$ cat src/rtl/spi_master_regs.sv
module spi_master_regs (
  input  logic        clk,
  input  logic        rst_n,
  input  logic        bus_sel,
  input  logic        bus_wr,
  input  logic [1:0]  bus_addr,
  input  logic [15:0] bus_wdata,
  output logic [15:0] bus_rdata,
  output logic        spi_sck,
  output logic        spi_mosi,
  input  logic        spi_miso
);
  localparam logic [1:0] A_CTRL = 2'd0, A_STAT = 2'd1, A_DATA = 2'd2, A_DIV = 2'd3;

  logic [7:0]  ctrl, ccr;
  logic        busy, done, wcol, arm, tog;
  logic [4:0]  xlen;
  logic [5:0]  ecnt;
  logic [6:0]  div;
  logic [15:0] sh, rx;

  wire cpha = ctrl[0];
  wire cpol = ctrl[1];
  wire mstr = ctrl[2];
  wire [4:0] len_cfg = !ctrl[3]            ? 5'd8  :
                       (ctrl[7:4] == 4'd0) ? 5'd16 :
                       (ctrl[7:4] < 4'd8)  ? 5'd8  : {1'b0, ctrl[7:4]};
  wire [6:0] half = ccr[7:1];

  wire dacc    = bus_sel && bus_addr == A_DATA;
  wire dwr     = dacc && bus_wr;
  wire srd     = bus_sel && !bus_wr && bus_addr == A_STAT;
  wire start   = dwr && mstr && !busy;
  wire edge_ev = busy && div == half - 7'd1;
  wire lead    = !ecnt[0];
  wire samp    = edge_ev && (cpha ? !lead : lead);
  wire shft    = edge_ev && (cpha ? (lead && ecnt != 6'd0) : !lead);
  wire fin     = edge_ev && (ecnt + 6'd1 == {xlen, 1'b0});
  wire clr     = dacc && arm;
  wire [3:0] msb = 4'(xlen - 5'd1);

  assign spi_sck  = cpol ^ tog;
  assign spi_mosi = sh[msb];

  always_comb
    case (bus_addr)
      A_CTRL:  bus_rdata = {8'd0, ctrl};
      A_STAT:  bus_rdata = {13'd0, busy, wcol, done};
      A_DATA:  bus_rdata = rx;
      default: bus_rdata = {8'd0, ccr};
    endcase

  always_ff @(posedge clk or negedge rst_n)
    if (!rst_n) begin
      ctrl <= '0;
      ccr  <= 8'd8;
    end else if (bus_sel && bus_wr) begin
      if (bus_addr == A_CTRL) ctrl <= bus_wdata[7:0];
      if (bus_addr == A_DIV)  ccr  <= {bus_wdata[7:1], 1'b0};
    end

  always_ff @(posedge clk or negedge rst_n)
    if (!rst_n) begin
      busy <= 1'b0;
      tog  <= 1'b0;
      div  <= '0;
      ecnt <= '0;
      xlen <= 5'd8;
      sh   <= '0;
      rx   <= '0;
    end else if (start) begin
      busy <= 1'b1;
      tog  <= 1'b0;
      div  <= '0;
      ecnt <= '0;
      xlen <= len_cfg;
      sh   <= bus_wdata;
      rx   <= '0;
    end else if (busy) begin
      if (edge_ev) begin
        div  <= '0;
        ecnt <= ecnt + 6'd1;
        tog  <= ~tog;
        if (samp) rx <= {rx[14:0], spi_miso};
        if (shft) sh <= {sh[14:0], 1'b0};
        if (fin)  busy <= 1'b0;
      end else begin
        div <= div + 7'd1;
      end
    end

  always_ff @(posedge clk or negedge rst_n)
    if (!rst_n) begin
      arm  <= 1'b0;
      done <= 1'b0;
      wcol <= 1'b0;
    end else begin
      if (dacc)     arm <= 1'b0;
      else if (srd) arm <= 1'b1;
      if (fin)      done <= 1'b1;
      else if (clr) done <= 1'b0;
      if (dwr && busy) wcol <= 1'b1;
      else if (clr)    wcol <= 1'b0;
    end
endmodule

$ cat config.mk
export PLATFORM = sky130hd
export DESIGN_NAME = spi_master_regs
export DESIGN_NICKNAME = d
export VERILOG_FILES = /design/src/rtl/spi_master_regs.sv
export SDC_FILE = /design/constraint.sdc
export NUM_CORES = 1
export LEC_CHECK = 0
export BUFFER_PORTS_ARGS = -buffer_cell sky130_fd_sc_hd__buf_4
export CAP_MARGIN = 20
export CORE_UTILIZATION = 25
export CTS_CLUSTER_DIAMETER = 30
export DETAILED_ROUTE_END_ITERATION = 16
export MAX_ROUTING_LAYER = met4
export SYNTH_ARGS = -nofsm -noshare
export SYNTH_HDL_FRONTEND = slang
export SYNTH_SLANG_ARGS = --single-unit
$ cat constraint.sdc
create_clock -name clk -period 2.1 [get_ports clk]
set_input_delay 0.42 -clock clk [delete_from_list [all_inputs] [get_ports clk]]
set_output_delay 0.42 -clock clk [all_outputs]
set_load 0.02 [all_outputs]
==> results of run 1 <==
worst min-delay path: stages:
cell      delay [ns]
buf_4           0.08
nand2_1         0.04
o211ai_1        0.07
cell usage in the layout (no fill, tap or decap), drive strengths merged, types with 8 or more instances in the layout:
cell type   n
and2        9
buf        95
clkbuf      9
dfrtp      68
inv        13
mux2       18
mux2i      17
nand2      60
nand4      15
nor3       12
o21ai      24
o41a        8
xor2       16
power groups by stage:
stage	logic, W	clock network, W	registers, W
after global placement	0.00227	0	0.00209
after floorplan	0.00147	0	0.00199
after CTS	0.00261	0.00168	0.00208
final	0.00279	0.00165	0.00210
after global routing	0.00303	0.00173	0.00215
after detailed placement	0.00232	0	0.00209
sequential cells by signal (all words and copies together), names as in the netlist:
| name | cells |
|---|---|
| ccr | 7 |
| div | 7 |
| ecnt | 6 |
| done | 1 |
| tog | 1 |
| sh | 16 |
| wcol | 1 |
| rx | 16 |
| arm | 1 |
| xlen | 5 |
| busy | 1 |
| ctrl | 8 |
kinds of logic after synthesis:
group	share of synthesized area, %
AND/OR/NAND/NOR	17.4
flip-flops	45.2
AO/OA/AOI/OAI	12.3
multiplexers	13.7
buffers and inverters	3.97
XOR/XNOR	5.78
adder cells (fa/ha/maj)	1.61
area by class of cell:
cell class                      count  area (sq um)  share of cell area (%)
Multi-Input combinational cell    272          2200                    40.6
Sequential cell                    70          1750                    32.3
Timing Repair Buffer               96           865                    15.9
Tap cell                          188           235                    4.34
Clock buffer                        9           225                    4.15
Clock inverter                      7          97.6                    1.80
Inverter                           12          45.0                   0.830
per-stage QoR:
stage | utilization (%) | TNS, ns | std cells | hold slack [ns] | power, W
floorplan | - | -2.57 | 377 | 0.124 | 0.00346
global placement | 31.4 | -1.37 | 627 | 0.361 | 0.00436
detailed placement | 31.4 | -1.66 | 627 | 0.364 | 0.00441
CTS | 34.9 | -3.34 | 651 | 0.297 | 0.00638
global route | 35.8 | -8.05 | 654 | 0.321 | 0.00691
finish | 35.8 | -3.74 | 654 | 0.299 | 0.00654
routing by layer:
metal | vias up | GRT usage, %
li1 | 1543 | -
met3 | 28 | 2.11
met2 | 84 | 24.4
met4 | 0 | 7.51
met5 | - | -
met1 | 1642 | 17.5
final timing paths:
| check | from | endpoint | slack [ns] | cells after the start |
|---|---|---|---|---|
| max | xlen[0] | spi_mosi | -0.34 | 5 |
| min in group asynchronous | rst_n | wcol | 0.56 | 2 |
| min reg2reg | wcol | wcol | 0.48 | 2 |
| min | bus_wdata[11] | sh[11] | 0.30 | 3 |
| max in group asynchronous | rst_n | xlen[3] | 0.92 | 3 |
| max reg2reg | ccr[1] | rx[5] | -0.14 | 9 |
repair_timing:
| item | CTS | global route |
|---|---|---|
| hold buffers | 1 | 0 |
| gates resized for setup | 38 | 28 |
| setup endpoints to repair | 40 | 44 |
| setup buffers | 5 | 2 |
| endpoints found under the hold margin | 15 | 0 |
| cloned | 2 | 1 |
| pin swaps | 25 | 12 |
==> results_dict.tcl, run 1 <==
set metrics [dict create \
    route.top_layer_used "met4" \
    power.switching_w 0.00234 \
    critical_path.most_common_cell "mux4_2" \
    violations "negative setup slack" \
    synthArstFlopShare_pct 100 \
    hold_viol_final 0 \
    wl_per_cell_um 16.8 \
    hp-class "primary input to register" \
    start_kind "register" \
    via_per_inst 5.04 \
    required_ns 1.68 \
    layout-drive-gt1-share_pct 38.6 \
    ys_seq_area_share_pct 45.2 \
    grt_pass1_vias 3345 \
    synth.top_cell.area_share_pct 43.9 \
    synth.largest_area_cell "dfrtp_1" \
    drc_errors 0 \
    synth_commonest_cells "68 x dfrtp_1, 60 x nand2_1, 24 x o21ai_0" \
    ant_nets 0 \
    setup_viol 45 \
    avgSynthCellArea_sq_um 10.3 \
    synth_seq_cells 70 \
    clock-sinks 70 \
    first_iter_violations 248 \
    synth_cell_types 51 \
    tightest_slew_ns 0.459 \
    grt_max_degree 46 \
    crit_family "multiplexers" \
    p_int_w 0.00421 \
    power.density_nw_per_um2 1210 \
    antennaDiodeCount 0 \
    cts-htree-levels 3 \
    gp_congestion 0.838 \
    grt_setup_unrepaired "true" \
    post-place-ws_ns -0.127 \
    crit_type "register to output pin" \
    finalClockSkew_ns 0.00477 \
    synthTopCellsByArea "dfrtp_1 44%, nand2_1 5.8%, mux2_2 5.2%" \
    finalMaxSlewViolations 0 \
    fillers 1455 \
    grt_util_all_layers_pct 14.7 \
    clock_power_share_pct 25.2 \
    swShare_pct 35.7 \
    syn-cell-area_sq_um 3880 \
    max_stage_delay_ns 0.49 \
    antenna_found_initial 0 \
    clkSlewWorstSetupHoldPaths_ns 0.06 \
    p_leak_nw 2.34 \
    final_nets 489 \
    cpMaxStageDelayCell "mux4_2" \
    status "finished with violations" \
    chipHeight_um 127 \
    min_period_ns 2.44 \
    cts_tree "built" \
    fin_area_sq_um 5420 \
    vias 3297 \
    cap_violations 0 \
    die_area_sq_um 16000 \
    dpl-instance-area_sq_um 4750 \
    fin_ws_ns -0.336 \
    die-width_um 127 \
    syn2layout_area_growth_pct 39.9 \
    end_kind "output pin" \
    post-route-period-util_pct 116 \
    cp_num_buf_inv 2 \
    peakVddDrop_v 0.000451 \
    cp_max_fo 4 \
    fmax_mhz 410 \
    dominantRegCellSynth "dfrtp_1" \
    grt_overflow 0 \
    clock_latency_ns 0.34 \
    core-area_sq_um 15100 \
    grt_pass1_wl_um 17600 \
    dr.pass1.iters 4 \
    port_buffers 40 \
    synth_edf_count 0 \
    syn_nets 405 \
    postSynthCellCount 377 \
    comb_power_share_pct 42.6 \
    initial_core_util_pct 25.6 \
    dpl.hpwl_um 7490 \
    root_buffer "clkbuf_16" \
    dr_wl_met2_um 5610 \
    maxSlewHeadroom_pct 69.3 \
    drt-met1-wl_um 4590 \
    wl_um 11000 \
    cp.arrival_ns 2.02 \
    boundaryPins 41 \
    rows 45 \
    cts_buffers 9 \
    wl_met3_um 450 \
    clockBufferDepth 2 \
    cp_cell_sequence "inv_2 -> ha_4 -> mux4_2 -> mux4_2 -> buf_6" \
    yosysWarnings 0 \
    seqPwrFrac_pct 32.1 \
    synth_most_common_cell "dfrtp_1" \
]
Note: power is estimated with default switching activity, not from simulation.
==> run 2, diff against run 1 <==
--- a/config.mk
+++ b/config.mk
@@ -11,6 +11,7 @@
 export CTS_CLUSTER_DIAMETER = 30
 export DETAILED_ROUTE_END_ITERATION = 16
 export MAX_ROUTING_LAYER = met4
+export REMOVE_ABC_BUFFERS = 1
 export SYNTH_ARGS = -nofsm -noshare
 export SYNTH_HDL_FRONTEND = slang
 export SYNTH_SLANG_ARGS = --single-unit
==> run 2 against run 1 <==
Net effect:
- the flow still finishes with violations (negative setup slack)
- largest power group unchanged
- critical path depth did not move
- sequential power barely moved
- count of clock-buffer cells in the layout did not move
- die area did not move
- hold slack improved by 0.0027 ns
- final area rose by 2.4%
- routed wire length rose by 5.5%
- worst setup slack improved by 0.0013 ns
- first-iteration DRC count fell by 4.8%
- highest routed layer unchanged
- via count rose by 3.7%
==> results_dict.tcl, run 2 (same netlist as run 1, synthesis figures left out) <==
set metrics [dict create \
    status "finished with violations" \
    violations "negative setup slack" \
    hold_viol_final 0 \
    antennaDiodeCount 0 \
    gp_congestion 0.827 \
    finalClockSkew_ns 0.00933 \
    boundaryPins 41 \
    clock-sinks 70 \
    min_period_ns 2.43 \
    crit_type "register to output pin" \
    first_iter_violations 236 \
    layout-drive-gt1-share_pct 41.8 \
    final_cell_mix "78 x buf_4, 67 x dfrtp_1, 60 x nand2_1" \
    fillers 1411 \
    drc_errors 0 \
    final_nets 501 \
    cts-htree-levels 3 \
    wl_per_cell_um 17.5 \
    die_area_sq_um 16000 \
    initial_core_util_pct 25.6 \
    dpl.hpwl_um 7570 \
    peakVddDrop_v 0.000437 \
    hp-class "primary input to register" \
    tightest_slew_ns 0.456 \
    vias 3420 \
    cts_buffers 9 \
    final.setup.tns_ns -6.29 \
    fmax_mhz 411 \
    cp.arrival_ns 2.01 \
    setup_viol 38 \
    top_regs "rx: 16 flops, sh: 16 flops, ctrl: 8 flops" \
    start_kind "register" \
    mostFrequentLayoutCell "buf_4" \
    root_buffer "clkbuf_16" \
    grt_overflow 0 \
    cts_tree "built" \
    via_per_inst 5.14 \
    grt_util_all_layers_pct 15.4 \
    chipHeight_um 127 \
    dr.pass1.iters 4 \
    core-area_sq_um 15100 \
    wl_um 11600 \
    totalPowerFinal_w 0.00664 \
    ant_nets 0 \
    p_leak_nw 2.40 \
    die-width_um 127 \
    rows 45 \
    maxSlewHeadroom_pct 69.5 \
    power.density_nw_per_um2 1190 \
    grt_max_degree 52 \
    end_kind "output pin" \
    cap_violations 0 \
    clkSlewWorstSetupHoldPaths_ns 0.06 \
    grt_setup_unrepaired "true" \
    cp_max_fo 4 \
    finalMaxSlewViolations 0 \
    clock_latency_ns 0.34 \
    clockBufferDepth 2 \
    syn2layout_area_growth_pct 43.3 \
    post-route-period-util_pct 116 \
    antenna_found_initial 0 \
    post-place-ws_ns -0.128 \
    required_ns 1.68 \
    port_buffers 40 \
    grt_pass1_wl_um 18500 \
    grt_pass1_vias 3559 \
    fin_ws_ns -0.335 \
]
## run 2: cell types whose count changed in the layout (fill, tap and decap cells not counted), sizes merged
cell,before,now
buf,95,107
o22ai,2,1
bufinv,2,0
clkbuf,9,10
inv,13,15
## run 2: routing by layer
layer | global-route usage (%) | share of wire, % | routed length [um] | vias up
li1 | - | - | - | 1579
met5 | - | 0 | 0 | -
met1 | 17.8 | 42 | 4860 | 1725
met3 | 2.53 | 4.3 | 502 | 27
met4 | 6.38 | 2.3 | 272 | 0
met2 | 26.4 | 51 | 5990 | 89
## run 2: final cells by class
class,instances,area (sq um),area share [%]
well taps,188,235,4.23
flip-flops and latches,70,1760,31.6
clock inverters,7,57.6,1.04
clock buffers,9,225,4.05
multi-input cells,271,2220,40.0
inverters,12,45.0,0.811
repair buffers,109,1010,18.2
## run 2: worst paths after layout
path	from	end	slack, ns	cells past startpoint
setup / recovery	xlen[0]	spi_mosi	-0.33	5
hold / removal	bus_wdata[13]	sh[13]	0.30	3
setup reg to reg	ccr[3]	rx[13]	-0.25	8
hold reg to reg	wcol	wcol	0.47	2
max in group asynchronous	rst_n	xlen[3]	0.94	3
min in group asynchronous	rst_n	ecnt[3]	0.53	2
## run 2: per-stage QoR
step	cell area, sq um	hold slack [ns]	utilization, %	std cells
final	5560	0.302	36.7	666
after global placement	4700	0.326	31.0	623
after global routing	5560	0.323	36.7	666
after floorplan	3770	0.124	-	353
after detailed placement	4700	0.331	31.0	623
after CTS	5370	0.302	35.4	661
## run 2: what timing repair did
action / CTS / global route
resized for setup: 60 / 37
hold endpoints to repair: 19 / 0
buffers inserted: 19 / 7
endpoints found under the setup margin: 45 / 50
cloned: 2 / 1
pin swaps: 36 / 20
hold buffers: 1 / 0
## run 2: power breakdown
part | switching, W | internal [W]
Combinational | 0.00144 | 0.00162
Sequential | 0.000402 | 0.00172
Clock | 0.000640 | 0.000815
Total | 0.00248 | 0.00416
## run 2: critical path, stage by stage, from the launching register on
cell and delay (ns):
dfrtp_1 0.38, inv_2 0.06, ha_4 0.29, mux4_2 0.30
mux4_2 0.50, buf_6 0.15
==> run 3, diff against run 2 <==
--- a/config.mk
+++ b/config.mk
@@ -8,6 +8,7 @@
 export BUFFER_PORTS_ARGS = -buffer_cell sky130_fd_sc_hd__buf_4
 export CAP_MARGIN = 20
 export CORE_UTILIZATION = 25
+export CTS_BUF_LIST = sky130_fd_sc_hd__clkbuf_8
 export CTS_CLUSTER_DIAMETER = 30
 export DETAILED_ROUTE_END_ITERATION = 16
 export MAX_ROUTING_LAYER = met4
==> run 3 against run 2 <==
Net effect:
- largest cell class unchanged
- clock power down 29%
- combinational power down 7.8%
- non-clock buffer count is 11 lower
- hold slack worse by 0.024 ns
- critical path type unchanged
- the run still ends with negative setup slack left
- clock skew is 0.0031 ns higher
- global-route usage is 0.096 points lower
==> results_dict.tcl, run 3 (same netlist as run 1, synthesis figures left out) <==
set metrics [dict create \
    status "finished with violations" \
    violations "negative setup slack" \
    antennaDiodeCount 0 \
    crit_type "register to output pin" \
    drc_errors 0 \
    antenna_found_initial 0 \
    via_per_inst 5.06 \
    ant_nets 0 \
    first_iter_violations 173 \
    post-route-period-util_pct 118 \
    vias 3313 \
    end_kind "output pin" \
    cap_violations 0 \
    grt_pass1_vias 3547 \
    grt_setup_unrepaired "true" \
    die-width_um 127 \
    clock_latency_ns 0.36 \
    final_nets 490 \
    cts_tree "built" \
    clock_power_share_pct 17.3 \
    grt_util_all_layers_pct 15.3 \
    fin_ws_ns -0.370 \
    grt_max_degree 52 \
    tightest_slew_ns 0.453 \
    hold_viol_final 0 \
    r2r-start "ccr[2]" \
    swShare_pct 39.0 \
    dpl.hpwl_um 7570 \
    p_int_w 0.00363 \
    fin_hold_ws_ns 0.278 \
    min_period_ns 2.47 \
    core-area_sq_um 15100 \
    wl_per_cell_um 17.2 \
    cts_buffers 9 \
    layout-drive-gt1-share_pct 39.8 \
    die_area_sq_um 16000 \
    clkSlewWorstSetupHoldPaths_ns 0.08 \
    ff2ff_path_depth 9 \
    holdPathEnd "sh[13]" \
    hp-class "primary input to register" \
    finalMaxSlewViolations 0 \
    min_from "bus_wdata[13]" \
    multi_input_comb_area_sq_um 2200 \
    setup_viol 39 \
    power.density_nw_per_um2 1120 \
    p_leak_nw 2.29 \
    port_buffers 40 \
    chipHeight_um 127 \
    wl_um 11200 \
    initial_core_util_pct 25.6 \
    comb_power_share_pct 47.3 \
    hold_depth 3 \
    post-place-ws_ns -0.128 \
    grt_overflow 0 \
    fmax_mhz 405 \
    rrSetupSlack_ns -0.20 \
    syn2layout_area_growth_pct 36.8 \
    final_cell_mix "77 x buf_4, 67 x dfrtp_1, 60 x nand2_1" \
    cp-startpoint "xlen[0]" \
    required_ns 1.68 \
    r2r_end "ecnt[5]" \
    seqPwrFrac_pct 35.5 \
    boundaryPins 41 \
    clockBufferDepth 2 \
    cts-htree-levels 3 \
    top_regs "rx: 16 flops, sh: 16 flops, ctrl: 8 flops" \
    root_buffer "clkbuf_8" \
    regArea_sq_um 1760 \
    clock-sinks 70 \
    gp_congestion 0.827 \
    dr.pass1.iters 4 \
    finalClockSkew_ns 0.0124 \
    power.switching_w 0.00233 \
    grt_pass1_wl_um 18200 \
    cp.arrival_ns 2.05 \
    start_kind "register" \
    cp_max_fo 4 \
    mostFrequentLayoutCell "buf_4" \
    fillers 1456 \
    maxSlewHeadroom_pct 69.7 \
    peakVddDrop_v 0.000366 \
    post-route-util_pct 35.0 \
    rows 45 \
]
[run 3: worst max-delay path by stage]
| stage | slack [ns] | end |
|---|---|---|
| 2_1_floorplan | -0.73 | xlen[4] |
| 3_3_place_gp | -0.07 | sh[8] |
| 3_5_place_dp | -0.13 | sh[8] |
| 4_1_cts | -0.38 | spi_mosi |
| 5_1_grt | -0.43 | spi_mosi |
| 6_report | -0.37 | spi_mosi |
[run 3: what timing repair did]
item | in CTS | in global routing
hold endpoints to repair | 19 | 0
gates resized for setup | 67 | 12
pin swaps | 46 | 8
hold buffers | 1 | 0
gates cloned | 3 | 0
setup endpoints to repair | 45 | 49
buffers inserted | 9 | 4
[run 3: through the flow]
stage          cell area [sq um]  setup TNS, ns  power [W]  cells
6_report                    5300          -3.43    0.00596    655
5_1_grt                     5300          -8.26    0.00630    655
4_1_cts                     5230          -5.00    0.00581    652
3_5_place_dp                4700          -3.20    0.00440    623
3_3_place_gp                4700          -1.25    0.00430    623
2_1_floorplan               3770         -26.79    0.00338    353
[run 3: final cells by class]
cell class	instances	share of cell area (%)
clock inverters	7	1.09
well taps	188	4.44
flip-flops and latches	70	33.1
multi-input cells	271	41.4
clock buffers	9	2.34
inverters	12	0.849
repair buffers	98	16.8
[run 3: power groups by stage]
stage / clock network [W] / logic [W] / registers [W]
2_1_floorplan: 0 / 0.00134 / 0.00203
3_3_place_gp: 0 / 0.00221 / 0.00209
3_5_place_dp: 0 / 0.00230 / 0.00210
4_1_cts: 0.00105 / 0.00267 / 0.00209
5_1_grt: 0.00111 / 0.00303 / 0.00216
6_report: 0.00103 / 0.00282 / 0.00211
[run 3: worst max-delay path, cell delays in order (launching register included)]
cell	delay, ns
dfrtp_1	0.38
inv_2	0.07
ha_4	0.30
mux4_2	0.30
mux4_2	0.50
buf_6	0.15
[run 3: metal layers]
layer,vias up,global-route usage [%],wire (um)
li1,1546,-,-
met5,-,-,0
met4,0,7.23,281
met1,1656,17.7,4820
met2,88,25.1,5690
met3,23,3.42,452
